**config.mk**
```make
export PLATFORM = sky130hd
export DESIGN_NAME = gate_guard_core
export DESIGN_NICKNAME = d
export VERILOG_FILES = /design/src/rtl/gg_pkg.sv /design/src/rtl/gg_pulse_filter.sv /design/src/rtl/gg_datapath.sv /design/src/rtl/gg_control.sv /design/src/rtl/gate_guard_core.sv
export SDC_FILE = /design/constraint.sdc
export NUM_CORES = 1
export LEC_CHECK = 0
export BUFFER_PORTS_ARGS = -buffer_cell sky130_fd_sc_hd__buf_2
export CELL_PAD_IN_SITES_DETAIL_PLACEMENT = 1
export CELL_PAD_IN_SITES_GLOBAL_PLACEMENT = 2
export CORE_MARGIN = 2
export CORE_UTILIZATION = 39
export DETAILED_ROUTE_END_ITERATION = 16
export PLACE_DENSITY = 0.74
export SLEW_MARGIN = 10
export SYNTH_ARGS = -nofsm -noshare
export SYNTH_HDL_FRONTEND = slang
export SYNTH_SLANG_ARGS = --single-unit
```
**constraint.sdc**
```tcl
create_clock -name clk -period 2.3 [get_ports clk]
set_input_delay 0.115 -clock clk [delete_from_list [all_inputs] [get_ports clk]]
set_output_delay 0.115 -clock clk [all_outputs]
set_load 0.005 [all_outputs]
```
**src/rtl/gg_pkg.sv**
```systemverilog
package gg_pkg;
  // strobes from control to datapath
  typedef struct packed {
    logic muteLoad;
    logic onCycle;
  } ctlStrobe_t;

  // status from datapath to control
  typedef struct packed {
    logic cmd;
    logic cmdRise;
    logic blankDone;
    logic muteActive;
    logic rdyOk;
  } dpStatus_t;
endpackage

```
**src/rtl/gg_pulse_filter.sv**
```systemverilog
module gg_pulse_filter #(
  parameter int MIN_PW = 4,
  parameter bit INIT   = 1'b0
) (
  input  logic clk,
  input  logic rstN,
  input  logic hold,
  input  logic raw,
  output logic level
);
  localparam int CW = $clog2(MIN_PW + 1);
  logic [CW-1:0] runCnt;

  always_ff @(posedge clk or negedge rstN) begin
    if (!rstN) begin
      level  <= INIT;
      runCnt <= '0;
    end else if (hold || raw == level) begin
      runCnt <= '0;
    end else if (runCnt == CW'(MIN_PW - 1)) begin
      level  <= raw;
      runCnt <= '0;
    end else begin
      runCnt <= runCnt + 1'b1;
    end
  end

  AST_LEVEL_NEEDS_RUN: assert property (@(posedge clk) disable iff (!rstN)
    (level != $past(level)) |-> ($past(raw) == level)) else $error("filter change without input");
endmodule

```
**src/rtl/gg_datapath.sv**
```systemverilog
module gg_datapath
  import gg_pkg::*;
#(
  parameter int MIN_PW  = 4,
  parameter int BLANK   = 8,
  parameter int MUTE    = 625,
  parameter int RDY_MAX = 25
) (
  input  logic       clk,
  input  logic       rstN,
  input  logic       inPos,
  input  logic       inNeg,
  input  logic       uvlo2Ok,
  input  ctlStrobe_t strobe,
  output dpStatus_t  status
);
  localparam int BW = $clog2(BLANK + 1);
  localparam int MW = $clog2(MUTE + 1);
  localparam int RW = $clog2(RDY_MAX + 2);

  logic [1:0]    rawVec;
  logic [1:0]    lvlVec;
  logic          cmd;
  logic          cmdPrev;
  logic [BW-1:0] blankCnt;
  logic [MW-1:0] muteCnt;
  logic [RW-1:0] rdyCnt;
  logic          muteActive;
  logic          rdyOk;

  assign rawVec     = {inNeg, inPos};
  assign muteActive = (muteCnt != '0);

  // index 0: non-inverting (idles low); index 1: inverting (idles high)
  for (genvar i = 0; i < 2; i++) begin : g_filt
    gg_pulse_filter #(.MIN_PW(MIN_PW), .INIT(i == 1)) u_filt (
      .clk  (clk),
      .rstN (rstN),
      .hold (muteActive),
      .raw  (rawVec[i]),
      .level(lvlVec[i])
    );
  end

  assign cmd = lvlVec[0] & ~lvlVec[1];

  always_ff @(posedge clk or negedge rstN) begin
    if (!rstN) cmdPrev <= 1'b0;
    else       cmdPrev <= cmd;
  end

  // blanking counter restarts whenever the gate is off
  always_ff @(posedge clk or negedge rstN) begin
    if (!rstN)               blankCnt <= BW'(BLANK);
    else if (!strobe.onCycle) blankCnt <= BW'(BLANK);
    else if (blankCnt != '0) blankCnt <= blankCnt - 1'b1;
  end

  always_ff @(posedge clk or negedge rstN) begin
    if (!rstN)                muteCnt <= '0;
    else if (strobe.muteLoad) muteCnt <= MW'(MUTE);
    else if (muteActive)      muteCnt <= muteCnt - 1'b1;
  end

  // supply-good low time is capped at RDY_MAX cycles
  always_ff @(posedge clk or negedge rstN) begin
    if (!rstN)                          rdyCnt <= '0;
    else if (uvlo2Ok)                   rdyCnt <= '0;
    else if (rdyCnt != RW'(RDY_MAX + 1)) rdyCnt <= rdyCnt + 1'b1;
  end

  assign rdyOk = !(rdyCnt != '0 && rdyCnt <= RW'(RDY_MAX));

  assign status.cmd        = cmd;
  assign status.cmdRise    = cmd & ~cmdPrev;
  assign status.blankDone  = (blankCnt == '0);
  assign status.muteActive = muteActive;
  assign status.rdyOk      = rdyOk;

  AST_MUTE_STARTS: assert property (@(posedge clk) disable iff (!rstN)
    strobe.muteLoad |=> muteActive) else $error("mute not started");
  AST_RDY_FALL_CAUSE: assert property (@(posedge clk) disable iff (!rstN)
    $fell(rdyOk) |-> $past(!uvlo2Ok)) else $error("rdy fell without supply loss");
endmodule

```
**src/rtl/gg_control.sv**
```systemverilog
module gg_control
  import gg_pkg::*;
(
  input  logic       clk,
  input  logic       rstN,
  input  logic       desatHi,
  input  logic       uvlo1Ok,
  input  logic       uvlo2Ok,
  input  logic       faultClrN,
  input  dpStatus_t  status,
  output ctlStrobe_t strobe,
  output logic       gateOn,
  output logic       softOff,
  output logic       faultN
);
  logic gateOnQ;
  logic faultLatch;
  logic blocked;
  logic supplyOk;
  logic faultSet;
  logic clrTake;
  logic allowed;
  logic gateNext;

  assign supplyOk = uvlo1Ok & uvlo2Ok & status.rdyOk;
  assign faultSet = gateOnQ & status.blankDone & desatHi & ~faultLatch;
  assign clrTake  = faultLatch & ~faultClrN & ~status.muteActive;
  assign allowed  = supplyOk & ~faultLatch & ~faultSet;
  assign gateNext = status.cmd & allowed & (~blocked | status.cmdRise);

  always_ff @(posedge clk or negedge rstN) begin
    if (!rstN)         faultLatch <= 1'b0;
    else if (faultSet) faultLatch <= 1'b1;
    else if (clrTake)  faultLatch <= 1'b0;
  end

  // re-arm only on a fresh rising command
  always_ff @(posedge clk or negedge rstN) begin
    if (!rstN)               blocked <= 1'b1;
    else if (!allowed)       blocked <= 1'b1;
    else if (status.cmdRise) blocked <= 1'b0;
  end

  always_ff @(posedge clk or negedge rstN) begin
    if (!rstN) gateOnQ <= 1'b0;
    else       gateOnQ <= gateNext;
  end

  assign strobe.muteLoad = faultSet;
  assign strobe.onCycle  = gateOnQ;
  assign gateOn  = gateOnQ;
  assign softOff = faultLatch;
  assign faultN  = ~faultLatch;

  AST_FAULT_KILLS_GATE: assert property (@(posedge clk) disable iff (!rstN)
    faultLatch |-> !gateOnQ) else $error("gate on during fault");
  AST_FAULT_FROM_ON: assert property (@(posedge clk) disable iff (!rstN)
    $rose(faultLatch) |-> $past(gateOnQ && desatHi)) else $error("fault without on-cycle");
  AST_BLANK_HOLDS: assert property (@(posedge clk) disable iff (!rstN)
    $rose(gateOnQ) |=> !faultLatch) else $error("fault inside blank");
  AST_CLEAR_WAITS: assert property (@(posedge clk) disable iff (!rstN)
    (faultLatch && status.muteActive) |=> faultLatch) else $error("clear during mute");
  AST_GATE_NEEDS_SUPPLY: assert property (@(posedge clk) disable iff (!rstN)
    gateOnQ |-> $past(uvlo2Ok && uvlo1Ok)) else $error("gate on with bad supply");
endmodule

```
**src/rtl/gate_guard_core.sv**
```systemverilog
module gate_guard_core
  import gg_pkg::*;
#(
  parameter int MIN_PW  = 4,
  parameter int BLANK   = 8,
  parameter int MUTE    = 625,
  parameter int RDY_MAX = 25
) (
  input  logic clk,
  input  logic rstN,
  input  logic inPos,
  input  logic inNeg,
  input  logic desatHi,
  input  logic uvlo1Ok,
  input  logic uvlo2Ok,
  input  logic faultClrN,
  output logic gateOn,
  output logic softOff,
  output logic faultN,
  output logic rdyOut
);
  ctlStrobe_t strobe;
  dpStatus_t  status;

  gg_datapath #(.MIN_PW(MIN_PW), .BLANK(BLANK), .MUTE(MUTE), .RDY_MAX(RDY_MAX)) u_dp (
    .clk    (clk),
    .rstN   (rstN),
    .inPos  (inPos),
    .inNeg  (inNeg),
    .uvlo2Ok(uvlo2Ok),
    .strobe (strobe),
    .status (status)
  );

  gg_control u_ctl (
    .clk      (clk),
    .rstN     (rstN),
    .desatHi  (desatHi),
    .uvlo1Ok  (uvlo1Ok),
    .uvlo2Ok  (uvlo2Ok),
    .faultClrN(faultClrN),
    .status   (status),
    .strobe   (strobe),
    .gateOn   (gateOn),
    .softOff  (softOff),
    .faultN   (faultN)
  );

  assign rdyOut = status.rdyOk;
endmodule

```
Yosys cells after proc, flatten, opt, wreduce, memory -nomap -nowiden. Index checks and enable logic that the tools add are counted.

Add/subtract/negate cells: 5. $lt $le $gt $ge: 1. Equality and inequality tests: 7. Multiplexer cells: 14. Bitwise logic cells: 23. Reductions and logical operators: 13.

Operators with widths (count): $mux 10 (2); $and 1x1->1 (13); $mux 3 (4); $mux 5 (2); $reduce_bool 10->1 (1); $sub 10x1->10 const B (1); $not 1->1 (9); $mux 4 (2); $add 3x1->3 const B (2); $eq 3x2->1 const B (2); $reduce_bool 2->1 (3); $add 5x1->5 const B (1); $le 5x5->1 const B (1); $ne 5x5->1 const B (1); $reduce_bool 5->1 (1); $logic_not 4->1 (1); $mux 1 (4); $reduce_and 2->1 (2); $reduce_bool 4->1 (1); $sub 4x1->4 const B (1); $eq 1x1->1 (2); $logic_or 1x1->1 (2); $ne 2x1->1 const B (1); $ne 2x2->1 const B (1); 3 further kinds (3).

Flip-flop bits (word level): 31. Input port bits: 8. Output and inout port bits: 4. Word-level logic and storage cells: 74.

Logic depth before layout (Yosys ltp). Gate-level depths: netlist of the first run.

Depth after elaboration: 8. Gate-level depth with buffers: 6.

By module. A second synthesis of the first run with hierarchy kept.

Cells, all modules: 152. Area total of the unflattened synthesis: 1654.1 sq um.

Modules (own cells, without submodules): gg_datapath (instances 1, cells an instance 114, area each 1131.1 sq um); gg_pulse_filter at u_dp.g_filt[1].u_filt (instances 1, cells an instance 12, area each 188.9 sq um); gg_pulse_filter at u_dp.g_filt[0].u_filt (instances 1, cells an instance 12, area each 187.7 sq um); gg_control (instances 1, cells an instance 14, area each 146.4 sq um).

Least setup slack after synthesis of the first run. Ideal clock, no wire load.

Kind: reg-to-reg. From: reg u_dp.muteCnt[0]. To: reg u_ctl.faultLatch (netlist: u_ctl.softOff). Library setup time: 0.128 ns. Data arrival time: 1.571 ns. Required time: 2.172 ns. Path slack: 0.601 ns. Cell stages (with the launch flop): 7. Buffers on the path: 1. Clock period less this slack: 1.699 ns. Path through: dfrtp_1 > inv_1 > ha_1 > or4b_1 > clkbuf_2 > nor4_1 > o21ai_0.

Longest elaborated chain between the ends: 4.

Ends and longest elaborated chain: start, declared (line gg_datapath.sv:26) `logic [MW-1:0] muteCnt;`; start signal, assigned (line gg_datapath.sv:61) `else if (strobe.muteLoad) muteCnt <= MW'(MUTE);`; start signal, assigned (line gg_datapath.sv:62) `else if (muteActive) muteCnt <= muteCnt - 1'b1;`; $reduce_bool 10->1 (line gg_datapath.sv:32) `assign muteActive = (muteCnt != '0);`; $not 1->1 (line gg_control.sv:27) `assign clrTake = faultLatch & ~faultClrN & ~status.muteActive;`; $and 1x1->1 (line gg_control.sv:27); $reduce_bool 2->1 (no source line); end signal, assigned (line gg_control.sv:32) `if (!rstN) faultLatch <= 1'b0;`; end signal, assigned (line gg_control.sv:33) `else if (faultSet) faultLatch <= 1'b1;`; end signal, assigned (line gg_control.sv:34) `else if (clrTake) faultLatch <= 1'b0;`; end, declared (line gg_control.sv:17) `logic faultLatch;`.

No other way between the ends. A chain may end at the register's enable or synchronous reset.

Worst setup path in the final report of the first run.
From: reg u_dp.muteCnt[0]. To: reg u_dp.muteCnt[0].

Longest elaborated chain between the ends: 3.

Ends and longest elaborated chain (line): $sub 10x1->10 (gg_datapath.sv:62); $mux 10 (gg_datapath.sv:62); $mux 10 (gg_datapath.sv:61).

Several ways; a longest one is shown, not always the timed one. The select of a mux whose other input is x is not followed.

==> results of run 1 <==
==> critical path: stages, from the launching register on <==
cell,delay [ns]
dfrtp_1,0.42
inv_1,0.11
ha_1,0.28
or4b_1,0.62
nor4_1,0.30
o21ai_0,0.11
==> layout by cell type, fill, tap and decap left out, types with 4 or more instances in the layout <==
master / Yosys / final
a21oi_1: 6 / 6
buf_2: 0 / 11
clkbuf_8: 0 / 7
dfrtp_1: 28 / 28
ha_1: 8 / 8
inv_1: 11 / 11
mux2i_1: 5 / 5
nand2_1: 6 / 6
nand3_1: 4 / 4
nand4_1: 4 / 4
nor2_1: 10 / 10
nor3_1: 4 / 4
nor4_1: 4 / 4
o21ai_0: 6 / 6
or3_1: 4 / 4
xor2_1: 5 / 5
==> logic make-up after synthesis <==
family / count (synthesis) / share of synthesized area (%)
adder cells (fa/ha/maj): 8 / 6.12
AND/OR/NAND/NOR: 59 / 22.7
flip-flops: 31 / 47.7
multiplexers: 7 / 4.44
XOR/XNOR: 7 / 3.75
buffers and inverters: 16 / 3.75
AO/OA/AOI/OAI: 27 / 11.6
==> how the worst max path moves through the flow <==
stage	start	endpoint	slack [ns]	cells past startpoint
final	u_dp.muteCnt[0]	u_dp.muteCnt[0]	0.35	5
after global routing	u_dp.muteCnt[0]	u_dp.g_filt[0].u_filt.runCnt[2]	0.21	5
after CTS	u_dp.muteCnt[0]	u_dp.muteCnt[0]	0.34	5
after detailed placement	u_dp.muteCnt[0]	u_dp.muteCnt[0]	0.35	5
after global placement	u_dp.muteCnt[0]	u_dp.muteCnt[1]	0.47	5
after floorplan	u_dp.muteCnt[0]	u_ctl.softOff	0.60	6
==> layer usage <==
metal	vias up	wire length, microns	track usage [%]
met3	4	111	5.36
met1	616	1630	21.6
met2	19	1830	32.1
met4	0	38	5.64
li1	587	-	-
met5	-	0	0
==> layout make-up <==
cell class / instances / share of cell area (%)
multi-input combinational: 108 / 42.6
sequential: 31 / 41.8
clock buffer: 8 / 5.37
timing repair buffer: 15 / 4.69
tap: 50 / 3.35
inverter: 11 / 2.21
==> sequential cells by signal (all words and copies together) (netlist names), 2 cells and up <==
register,flops
u_dp.muteCnt,10
u_dp.blankCnt,4
u_dp.g_filt.u_filt.level,2
u_dp.rdyCnt,5
u_dp.g_filt.u_filt.runCnt,6
==> power groups by stage <==
stage               clock network [mW]  logic, mW  registers (mW)
global route                     0.518      0.111           0.610
finish                           0.468     0.0970           0.606
CTS                              0.487      0.100           0.605
detailed placement                   0     0.0988           0.615
global placement                     0     0.0918           0.613
floorplan                            0     0.0580           0.605
==> through the flow <==
stage,hold slack [ns],setup slack [ns],cells
2_1_floorplan,-0.181,0.601,155
3_3_place_gp,0.207,0.474,214
3_5_place_dp,0.212,0.347,214
4_1_cts,0.0783,0.335,223
5_1_grt,0.0738,0.212,223
6_report,0.0816,0.349,223
==> repair_timing <==
item / in CTS / in global routing
endpoints found under the hold margin: 28 / 0
resized for setup: 0 / 0
setup buffers: 0 / 0
hold buffers: 1 / 0
==> impl_metrics.csv, run 1 <==
group,metric,value,unit
run_status,status,"completed",
synth,synthArstFlopShare,100,%
die,die_y,68.8,microns
synth,yosys-top-cells-count,"dfrtp_1 (28), inv_1 (11), nor2_1 (10)",
min_path,hold_depth,2,
placement,gp_congestion,0.795,
die,ioPinCount,12,
clocking,numCtsBuffers,5,
global_route,grt_pass1_vias,1337,
cells_and_area,utilization,46.3,%
global_route,grt_max_degree,32,
cells_and_area,design_area,1870,sq um
pwr,power.switching,0.282,mW
clocking,clk_latency,0.28,ns
placement,io_buffers,11,
min_path,hold_start,"uvlo2Ok",
detailed_routing,dr_total_vias,1226,
pwr,netSwitchingFraction,24.1,%
synth,synthesis.area,1640,sq um
cells_and_area,fin_nets,188,
clocking,clock-sinks,31,
critical_path,rrSetupSlack,0.35,ns
pwr,clkPwrFrac,40.0,%
synth,synth_edf_count,0,
pwr,p_per_area,627,nW/um^2
synth,synthCells,155,
sta,rsz0062_at_grt,"false",
detailed_routing,drc,0,
critical_path,cp-start-kind,"flop",
synth,yosysTopAreaCellShare,42.8,%
pwr,vdd_drop_max,0.000280,V
die,placementRows,23,
clocking,htreeDepth,2,
min_path,holdPathEnd,"u_dp.rdyCnt[0]",
critical_path,reg2reg_to,"u_dp.muteCnt[0]",
clocking,root_buffer,"clkbuf_8",
sta,min_period,1.95,ns
synth,yosys.area.top_type,"dfrtp_1",
clocking,clockBufferDepth,2,
critical_path,r2r_cells,5,
critical_path,r2r_start,"u_dp.muteCnt[0]",
clocking,clk_pin_slew_worst_paths,0.06,ns
die,die_w,68.8,microns
synth,synth.most_common_cell,"dfrtp_1",
cells_and_area,area_delta_synth_final,14.1,%
critical_path,crit_fanout,7,
synth,synth_cell_types,51,
sta,finalSetupViolCount,0,
global_route,grt_pass1_wl,6270,microns
global_route,grt_antenna_before_repair,0,
die,start_util,40.6,%
pwr,power,1.17,mW
detailed_routing,drtIter0Drc,98,
synth,synth_area_leaders,"dfrtp_1 (43%), ha_1 (6.1%), dfstp_2 (4.8%), mux2i_1 (3.1%), xor2_1 (2.7%)",
detailed_routing,wirelength,3610,microns
detailed_routing,wl_per_cell,16.2,microns
synth,synthFlopType,"dfrtp_1",
synth,ys_ff_latch,31,
placement,hpwl,2700,microns
global_route,grt_usage,18.3,%
die,core_area,4030,sq um
critical_path,end_kind,"flop",
pwr,p_leak,0.831,nW
min_path,hp-class,"in2reg",
critical_path,cp_data_required_time,2.46,ns
sta,relSlewSlack,54.1,%
sta,finClkSkew,0.00467,ns
cells_and_area,seq_area,779,sq um
critical_path,crit_type,"reg2reg",
run,max-cap-violations,0,
detailed_routing,ant_nets,0,
detailed_routing,viasPerCell,5.50,
sta,period_share,84.8,%
die,die_area,4730,sq um
synth,yosysWarnings,0,
sta,max_freq,0.512,GHz
sta,finalSetupTns,0,ns
sta,hold_violations,0,
critical_path,worst_ep_arrival_time,2.11,ns
pwr,p_seq_share,51.8,%
cells_and_area,diodes,0,
global_route,overflow,0,
synth,synth_fp_nets,171,
placement,placed_area,1760,sq um
sta,tightest_slew,0.689,ns
cells_and_area,fillCellCount,472,
synth,syn_avg_cell_area,10.6,sq um
clocking,cts_tree,"yes",
synth,synth_seq_area_share,47.7,%
pwr,combPwrFrac,8.3,%
detailed_routing,dr.pass1.iters,4,
pwr,cell_internal_pwr,0.888,mW
cells_and_area,drive_gt1_share,19.7,%
sta,report.final.slew_viol_count,0,
cells_and_area,multi_input_area,795,sq um
(Power assumes the default switching activity.)
==> run 2, diff against run 1 <==
- ABC_AREA: not set -> 1
- CORE_UTILIZATION: 39 -> 35
- PLACE_DENSITY: 0.74 -> 0.73
- clock period: 2.3 -> 1.95 ns (I/O delays scaled with it)
==> run 2 against run 1 <==
Compared with the run above: count of clock-buffer cells in the layout decreased by 1; global-route usage decreased by 2.7 points; final cell count increased by 26%; total power increased by 2.4%; combinational power decreased by 41%; via count increased by 11%; synthesized cell count increased by 34%; clock skew increased by 0.0026 ns; critical endpoint is now u_dp.g_filt[0].u_filt.runCnt[0].
==> impl_metrics.csv, run 2 <==
group,metric,value,unit
min_path,hp-class,"in2reg",
clocking,numCtsBuffers,5,
detailed_routing,wl_per_cell,13.1,microns
critical_path,end_kind,"flop",
synth,yosys-top-cells-count,"nand2_1 (41), inv_1 (32), nor2_1 (30)",
synth,synth_seq_area_share,46.1,%
sta,tightest_slew,0.705,ns
die,placementRows,25,
critical_path,crit_fanout,11,
clocking,cts_tree,"yes",
synth,synthCells,208,
sta,rsz0062_at_grt,"false",
synth,yosysTopAreaCellShare,41.5,%
cells_and_area,layout_common_cells,"nand2_1 (41), inv_1 (32), nor2_1 (30), dfrtp_1 (28), nand3_1 (17)",
cells_and_area,utilization,40.5,%
global_route,grt_pass1_vias,1488,
die,start_util,36.0,%
synth,synthesis.area,1690,sq um
pwr,p_leak,0.937,nW
sta,finClkSkew,0.00726,ns
pwr,p_per_area,630,nW/um^2
placement,io_buffers,11,
placement,gp_congestion,0.840,
placement,placed_area,1800,sq um
sta,setup_slack,0.234,ns
die,die_w,73.5,microns
placement,hpwl,2840,microns
cells_and_area,final_common_cell,"nand2_1",
clocking,htreeDepth,2,
sta,relSlewSlack,53.0,%
synth,syn_avg_cell_area,8.12,sq um
sta,finalSetupTns,0,ns
pwr,vdd_drop_max,0.000230,V
sta,max_freq,0.583,GHz
synth,yosys.area.top_type,"dfrtp_1",
critical_path,critPathSlowestCell,"dfrtp_1",
synth,synthFlopType,"dfrtp_1",
cells_and_area,seq_area,779,sq um
run_status,status,"completed",
synth,synth_cell_types,25,
clocking,clk_pin_slew_worst_paths,0.07,ns
sta,hold_violations,0,
critical_path,path_buf_inv,2,
placement,dp.cells,272,
synth,synth_area_leaders,"dfrtp_1 (41%), nand2_1 (9.1%), inv_1 (7.1%), nor2_1 (6.7%), ha_1 (5.9%)",
run,max-cap-violations,0,
synth,synth_edf_count,0,
synth,synth.most_common_cell,"nand2_1",
global_route,grt_usage,15.6,%
cells_and_area,area_delta_synth_final,12.6,%
clocking,root_buffer,"clkbuf_8",
placement,dpl_worst_slack,0.215,ns
global_route,grt_pass1_wl,6430,microns
cells_and_area,largestRegisters,"u_dp.muteCnt x10, u_dp.g_filt.u_filt.runCnt x6, u_dp.rdyCnt x5",
synth,ys_ff_latch,31,
critical_path,crit_type,"reg2reg",
detailed_routing,viasPerCell,4.83,
sta,report.final.slew_viol_count,0,
cells_and_area,multi_input_area,763,sq um
clocking,clockBufferDepth,2,
cells_and_area,fin_nets,243,
clocking,post-cts-setup-buffers,0,
critical_path,crit_chain,"inv_1 > ha_1 > nand2_2 > nor2_4 > nand3_4 > inv_2 > nand2_1 > nor2_1",
sta,finalSetupViolCount,0,
clocking,clock-sinks,31,
die,core_area,4690,sq um
detailed_routing,dr.pass1.iters,3,
cells_and_area,fillCellCount,581,
sta,min_period,1.72,ns
clocking,clk_latency,0.28,ns
global_route,grt_antenna_before_repair,0,
sta,period_share,88.0,%
global_route,grt_max_degree,32,
cells_and_area,largest_reg_flops,10,
clocking,cts_resized,0,
detailed_routing,wirelength,3680,microns
critical_path,slowest_delay,0.38,ns
synth,synthArstFlopShare,100,%
global_route,overflow,0,
synth,synth_fp_nets,224,
detailed_routing,ant_nets,0,
detailed_routing,drc,0,
cells_and_area,diodes,0,
detailed_routing,dr_total_vias,1361,
detailed_routing,drtIter0Drc,21,
cells_and_area,final_cells,282,
critical_path,crit_family,"simple AND/OR/NAND/NOR gates",
die,die_y,73.5,microns
cells_and_area,design_area,1900,sq um
critical_path,worst_ep_arrival_time,1.92,ns
critical_path,cp-start-kind,"flop",
die,ioPinCount,12,
die,die_area,5400,sq um
cells_and_area,drive_gt1_share,18.0,%
synth,yosysWarnings,0,
cells_and_area,regMostFlops,"u_dp.muteCnt",
critical_path,cp_data_required_time,2.15,ns
## run 2: metrics by stage
step | total power, mW | hold WS [ns]
5_1_grt | 1.26 | 0.0386
6_report | 1.20 | 0.0404
2_1_floorplan | 0.689 | -0.198
3_5_place_dp | 0.724 | 0.201
4_1_cts | 1.23 | 0.0286
3_3_place_gp | 0.720 | 0.185
## run 2: path summary, 6_finish.rpt
kind | cells after the start | startpoint | endpoint | slack (ns)
max | 8 | u_dp.muteCnt[0] | u_dp.g_filt[0].u_filt.runCnt[0] | 0.23
max in group asynchronous | 2 | rstN | u_dp.muteCnt[0] | 1.09
min in group asynchronous | 2 | rstN | u_dp.blankCnt[2] | 0.40
max reg2reg | 8 | u_dp.muteCnt[0] | u_dp.g_filt[0].u_filt.runCnt[0] | 0.23
min reg2reg | 2 | u_dp.g_filt[1].u_filt.level | u_dp.g_filt[1].u_filt.level | 0.50
min | 3 | faultClrN | u_ctl.softOff | 0.04
## run 2: final cells by class
class / count / area share [%]
sequential: 31 / 41.0
multi-input combinational: 140 / 40.1
inverter: 36 / 7.11
clock buffer: 7 / 4.01
timing repair buffer: 13 / 3.95
tap: 54 / 3.55
clock inverter: 1 / 0.263
## run 2: cells by family (layout without fill, tap and decap cells)
| group | Yosys count | after routing | synth area share (%) |
|---|---|---|---|
| simple gates | 109 | 109 | 30.9 |
| buf+inv | 37 | 57 | 8.67 |
| flops | 31 | 31 | 46.1 |
| compound gates | 21 | 21 | 7.33 |
| fa+ha+maj | 8 | 8 | 5.93 |
| xor+xnor | 2 | 2 | 1.04 |
## run 2: routing by layer
layer	track usage (%)	vias up	share of wire, %
met5	0	-	0
met4	6.67	0	1.4
met3	3.29	6	2.3
li1	-	691	-
met2	26.5	15	48
met1	19.1	649	48
## run 2: worst min-delay path: cells and delay by family
kind | cells | cell delay [ns]
compound gates | 1 | 0.05
buf+inv | 1 | 0.09
simple gates | 1 | 0.05
## run 2: power by group
group | switching, mW | leakage [nW] | total [mW] | internal [mW]
clock network | 0.237 | 0.0422 | 0.487 | 0.250
registers | 0.00583 | 0.374 | 0.654 | 0.648
logic | 0.0355 | 0.521 | 0.0572 | 0.0217
## run 2: what timing repair did
action / 4_1_cts / 5_1_grt
hold buffers: 2 / 0
setup endpoints to repair: 0 / 0
endpoints found under the hold margin: 29 / 0
==> run 3, diff against run 2 <==
- CORE_UTILIZATION: 35 -> 33
- PLACE_DENSITY: 0.73 -> 0.69
==> run 3 against run 2 <==
Compared with the run above: worst hold slack worse by 0.037 ns; routed wire length is 1.3% lower; clock power is 4.7% lower; global-route usage is 0.58 points higher; setup slack worse by 0.024 ns; critical path depth stayed put; critical path type unchanged; critical endpoint is now u_dp.g_filt[0].u_filt.runCnt[2].
==> impl_metrics.csv, run 3 (synthesis results as in run 2) <==
group,metric,value,unit
sta,tightest_slew,0.699,ns
pwr,power.switching,0.260,mW
cells_and_area,area_delta_synth_final,12.9,%
cells_and_area,fillCellCount,646,
cells_and_area,utilization,38.1,%
pwr,p_per_area,615,nW/um^2
die,die_y,75.5,microns
critical_path,cp-start-kind,"flop",
detailed_routing,drc,0,
pwr,combPwrFrac,4.7,%
detailed_routing,drtIter0Drc,61,
cells_and_area,fin_nets,242,
detailed_routing,dr.pass1.iters,4,
detailed_routing,dr_total_vias,1368,
die,ioPinCount,12,
pwr,netSwitchingFraction,22.1,%
sta,max_freq,0.575,GHz
detailed_routing,viasPerCell,4.62,
pwr,clkPwrFrac,39.5,%
clocking,cts_tree,"yes",
cells_and_area,largest_reg_flops,10,
min_path,hp-class,"in2reg",
placement,gp_congestion,0.812,
cells_and_area,regMostFlops,"u_dp.muteCnt",
clocking,clk_pin_slew_worst_paths,0.06,ns
critical_path,critPathSlowestCell,"dfrtp_1",
detailed_routing,ant_nets,0,
sta,finalSetupTns,0,ns
clocking,clk_latency,0.28,ns
run_status,status,"completed",
placement,io_buffers,11,
pwr,cell_internal_pwr,0.914,mW
critical_path,crit_chain,"inv_1 > ha_1 > nand2_2 > nor2_4 > nand3_4 > inv_2 > nand2_1 > nor2_1",
die,start_util,33.7,%
sta,relSlewSlack,53.4,%
sta,period_share,89.2,%
sta,finalSetupViolCount,0,
clocking,clock-sinks,31,
sta,rsz0062_at_grt,"false",
sta,report.final.slew_viol_count,0,
pwr,p_leak,0.929,nW
global_route,overflow,0,
critical_path,cp_data_required_time,2.16,ns
critical_path,rrSetupSlack,0.21,ns
die,core_area,5010,sq um
cells_and_area,final_common_cell,"nand2_1",
critical_path,slowest_delay,0.38,ns
global_route,grt_max_degree,32,
global_route,grt_pass1_wl,6710,microns
critical_path,end_kind,"flop",
global_route,grt_antenna_before_repair,0,
run,max-cap-violations,0,
critical_path,reg2reg_to,"u_dp.g_filt[0].u_filt.runCnt[2]",
critical_path,r2r_start,"u_dp.muteCnt[0]",
die,die_w,75.5,microns
clocking,cts_resized,0,
cells_and_area,diodes,0,
cells_and_area,drive_gt1_share,17.7,%
cells_and_area,largestRegisters,"u_dp.muteCnt x10, u_dp.g_filt.u_filt.runCnt x6, u_dp.rdyCnt x5",
die,placementRows,26,
global_route,grt_usage,16.2,%
critical_path,r2r_cells,8,
critical_path,crit_family,"simple AND/OR/NAND/NOR gates",
clocking,clockBufferDepth,2,
die,die_area,5710,sq um
min_path,hold_start,"uvlo2Ok",
placement,hpwl,2860,microns
min_path,hold_depth,2,
critical_path,path_buf_inv,2,
min_path,holdPathEnd,"u_dp.rdyCnt[4]",
critical_path,worst_ep_arrival_time,1.95,ns
detailed_routing,wl_per_cell,12.3,microns
critical_path,crit_fanout,11,
pwr,p_seq_share,55.8,%
clocking,numCtsBuffers,5,
detailed_routing,wirelength,3640,microns
global_route,grt_pass1_vias,1513,
sta,finClkSkew,0.00554,ns
sta,hold_violations,0,
critical_path,crit_type,"reg2reg",
clocking,root_buffer,"clkbuf_8",
pwr,vdd_drop_max,0.000328,V
cells_and_area,layout_common_cells,"nand2_1 (41), inv_1 (32), nor2_1 (30), dfrtp_1 (28), nand3_1 (17)",
sta,min_period,1.74,ns
clocking,htreeDepth,2,
==> run 3: cell types whose count changed in the layout (fill, tap and decap cells not counted) <==
| cell | change |
|---|---|
| dlygate4sd3_1 | -1 |
| clkinv_2 | -1 |
==> run 3: worst max-delay path by stage <==
stage | cells after the start | slack (ns) | endpoint | start
detailed placement | 8 | 0.20 | u_dp.g_filt[0].u_filt.runCnt[2] | u_dp.muteCnt[0]
floorplan | 8 | 0.50 | u_dp.muteCnt[5] | u_dp.muteCnt[0]
finish | 8 | 0.21 | u_dp.g_filt[0].u_filt.runCnt[2] | u_dp.muteCnt[0]
global placement | 8 | 0.32 | u_dp.g_filt[1].u_filt.runCnt[1] | u_dp.muteCnt[0]
CTS | 8 | 0.19 | u_dp.g_filt[0].u_filt.runCnt[2] | u_dp.muteCnt[0]
global route | 8 | 0.006 | u_dp.g_filt[0].u_filt.runCnt[2] | u_dp.muteCnt[0]
==> run 3: metrics by stage <==
stage	total power, mW	worst slack [ns]	hold WS [ns]	instances	cell area (sq um)
after floorplan	0.689	0.496	-0.198	208	1690
after global placement	0.721	0.318	0.188	288	1820
after detailed placement	0.722	0.201	0.194	288	1820
after CTS	1.20	0.187	0.00102	296	1910
after global routing	1.25	0.00609	0.0204	296	1910
final	1.17	0.211	0.00366	296	1910
==> run 3: power by group through the flow <==
stage	registers (mW)	clock network, mW	logic [mW]
floorplan	0.665	0	0.0240
global placement	0.666	0	0.0548
detailed placement	0.666	0	0.0559
CTS	0.655	0.488	0.0577
global route	0.655	0.529	0.0656
finish	0.655	0.464	0.0546
==> run 3: repair_timing <==
item | in CTS | in global routing
buffers inserted | 0 | 0
hold buffers | 1 | 0
endpoints found under the hold margin | 28 | 0
==> run 3: cell type report <==
| type | count | area (sq um) | area share (%) |
|---|---|---|---|
| tap | 70 | 87.6 | 4.59 |
| inverter | 36 | 135 | 7.09 |
| clock buffer | 7 | 76.3 | 4.00 |
| timing repair buffer | 12 | 65.1 | 3.41 |
| sequential | 31 | 779 | 40.9 |
| multi-input combinational | 140 | 763 | 40.0 |
==> run 3: per-layer routing <==
metal / up-vias / share of wire (%) / global-route usage [%]
met2: 8 / 53 / 28.5
li1: 687 / - / -
met3: 6 / 2.5 / 5.56
met4: 0 / 1.7 / 6.04
met1: 667 / 43 / 18.1
met5: - / 0 / 0
==> run 3: worst reg2reg max path, delay by kind of cell (launching register included) <==
kind / cells / cell delay, ns
adder cells (fa/ha/maj): 1 / 0.28
flip-flops: 1 / 0.38
buffers and inverters: 2 / 0.35
AND/OR/NAND/NOR: 5 / 0.66
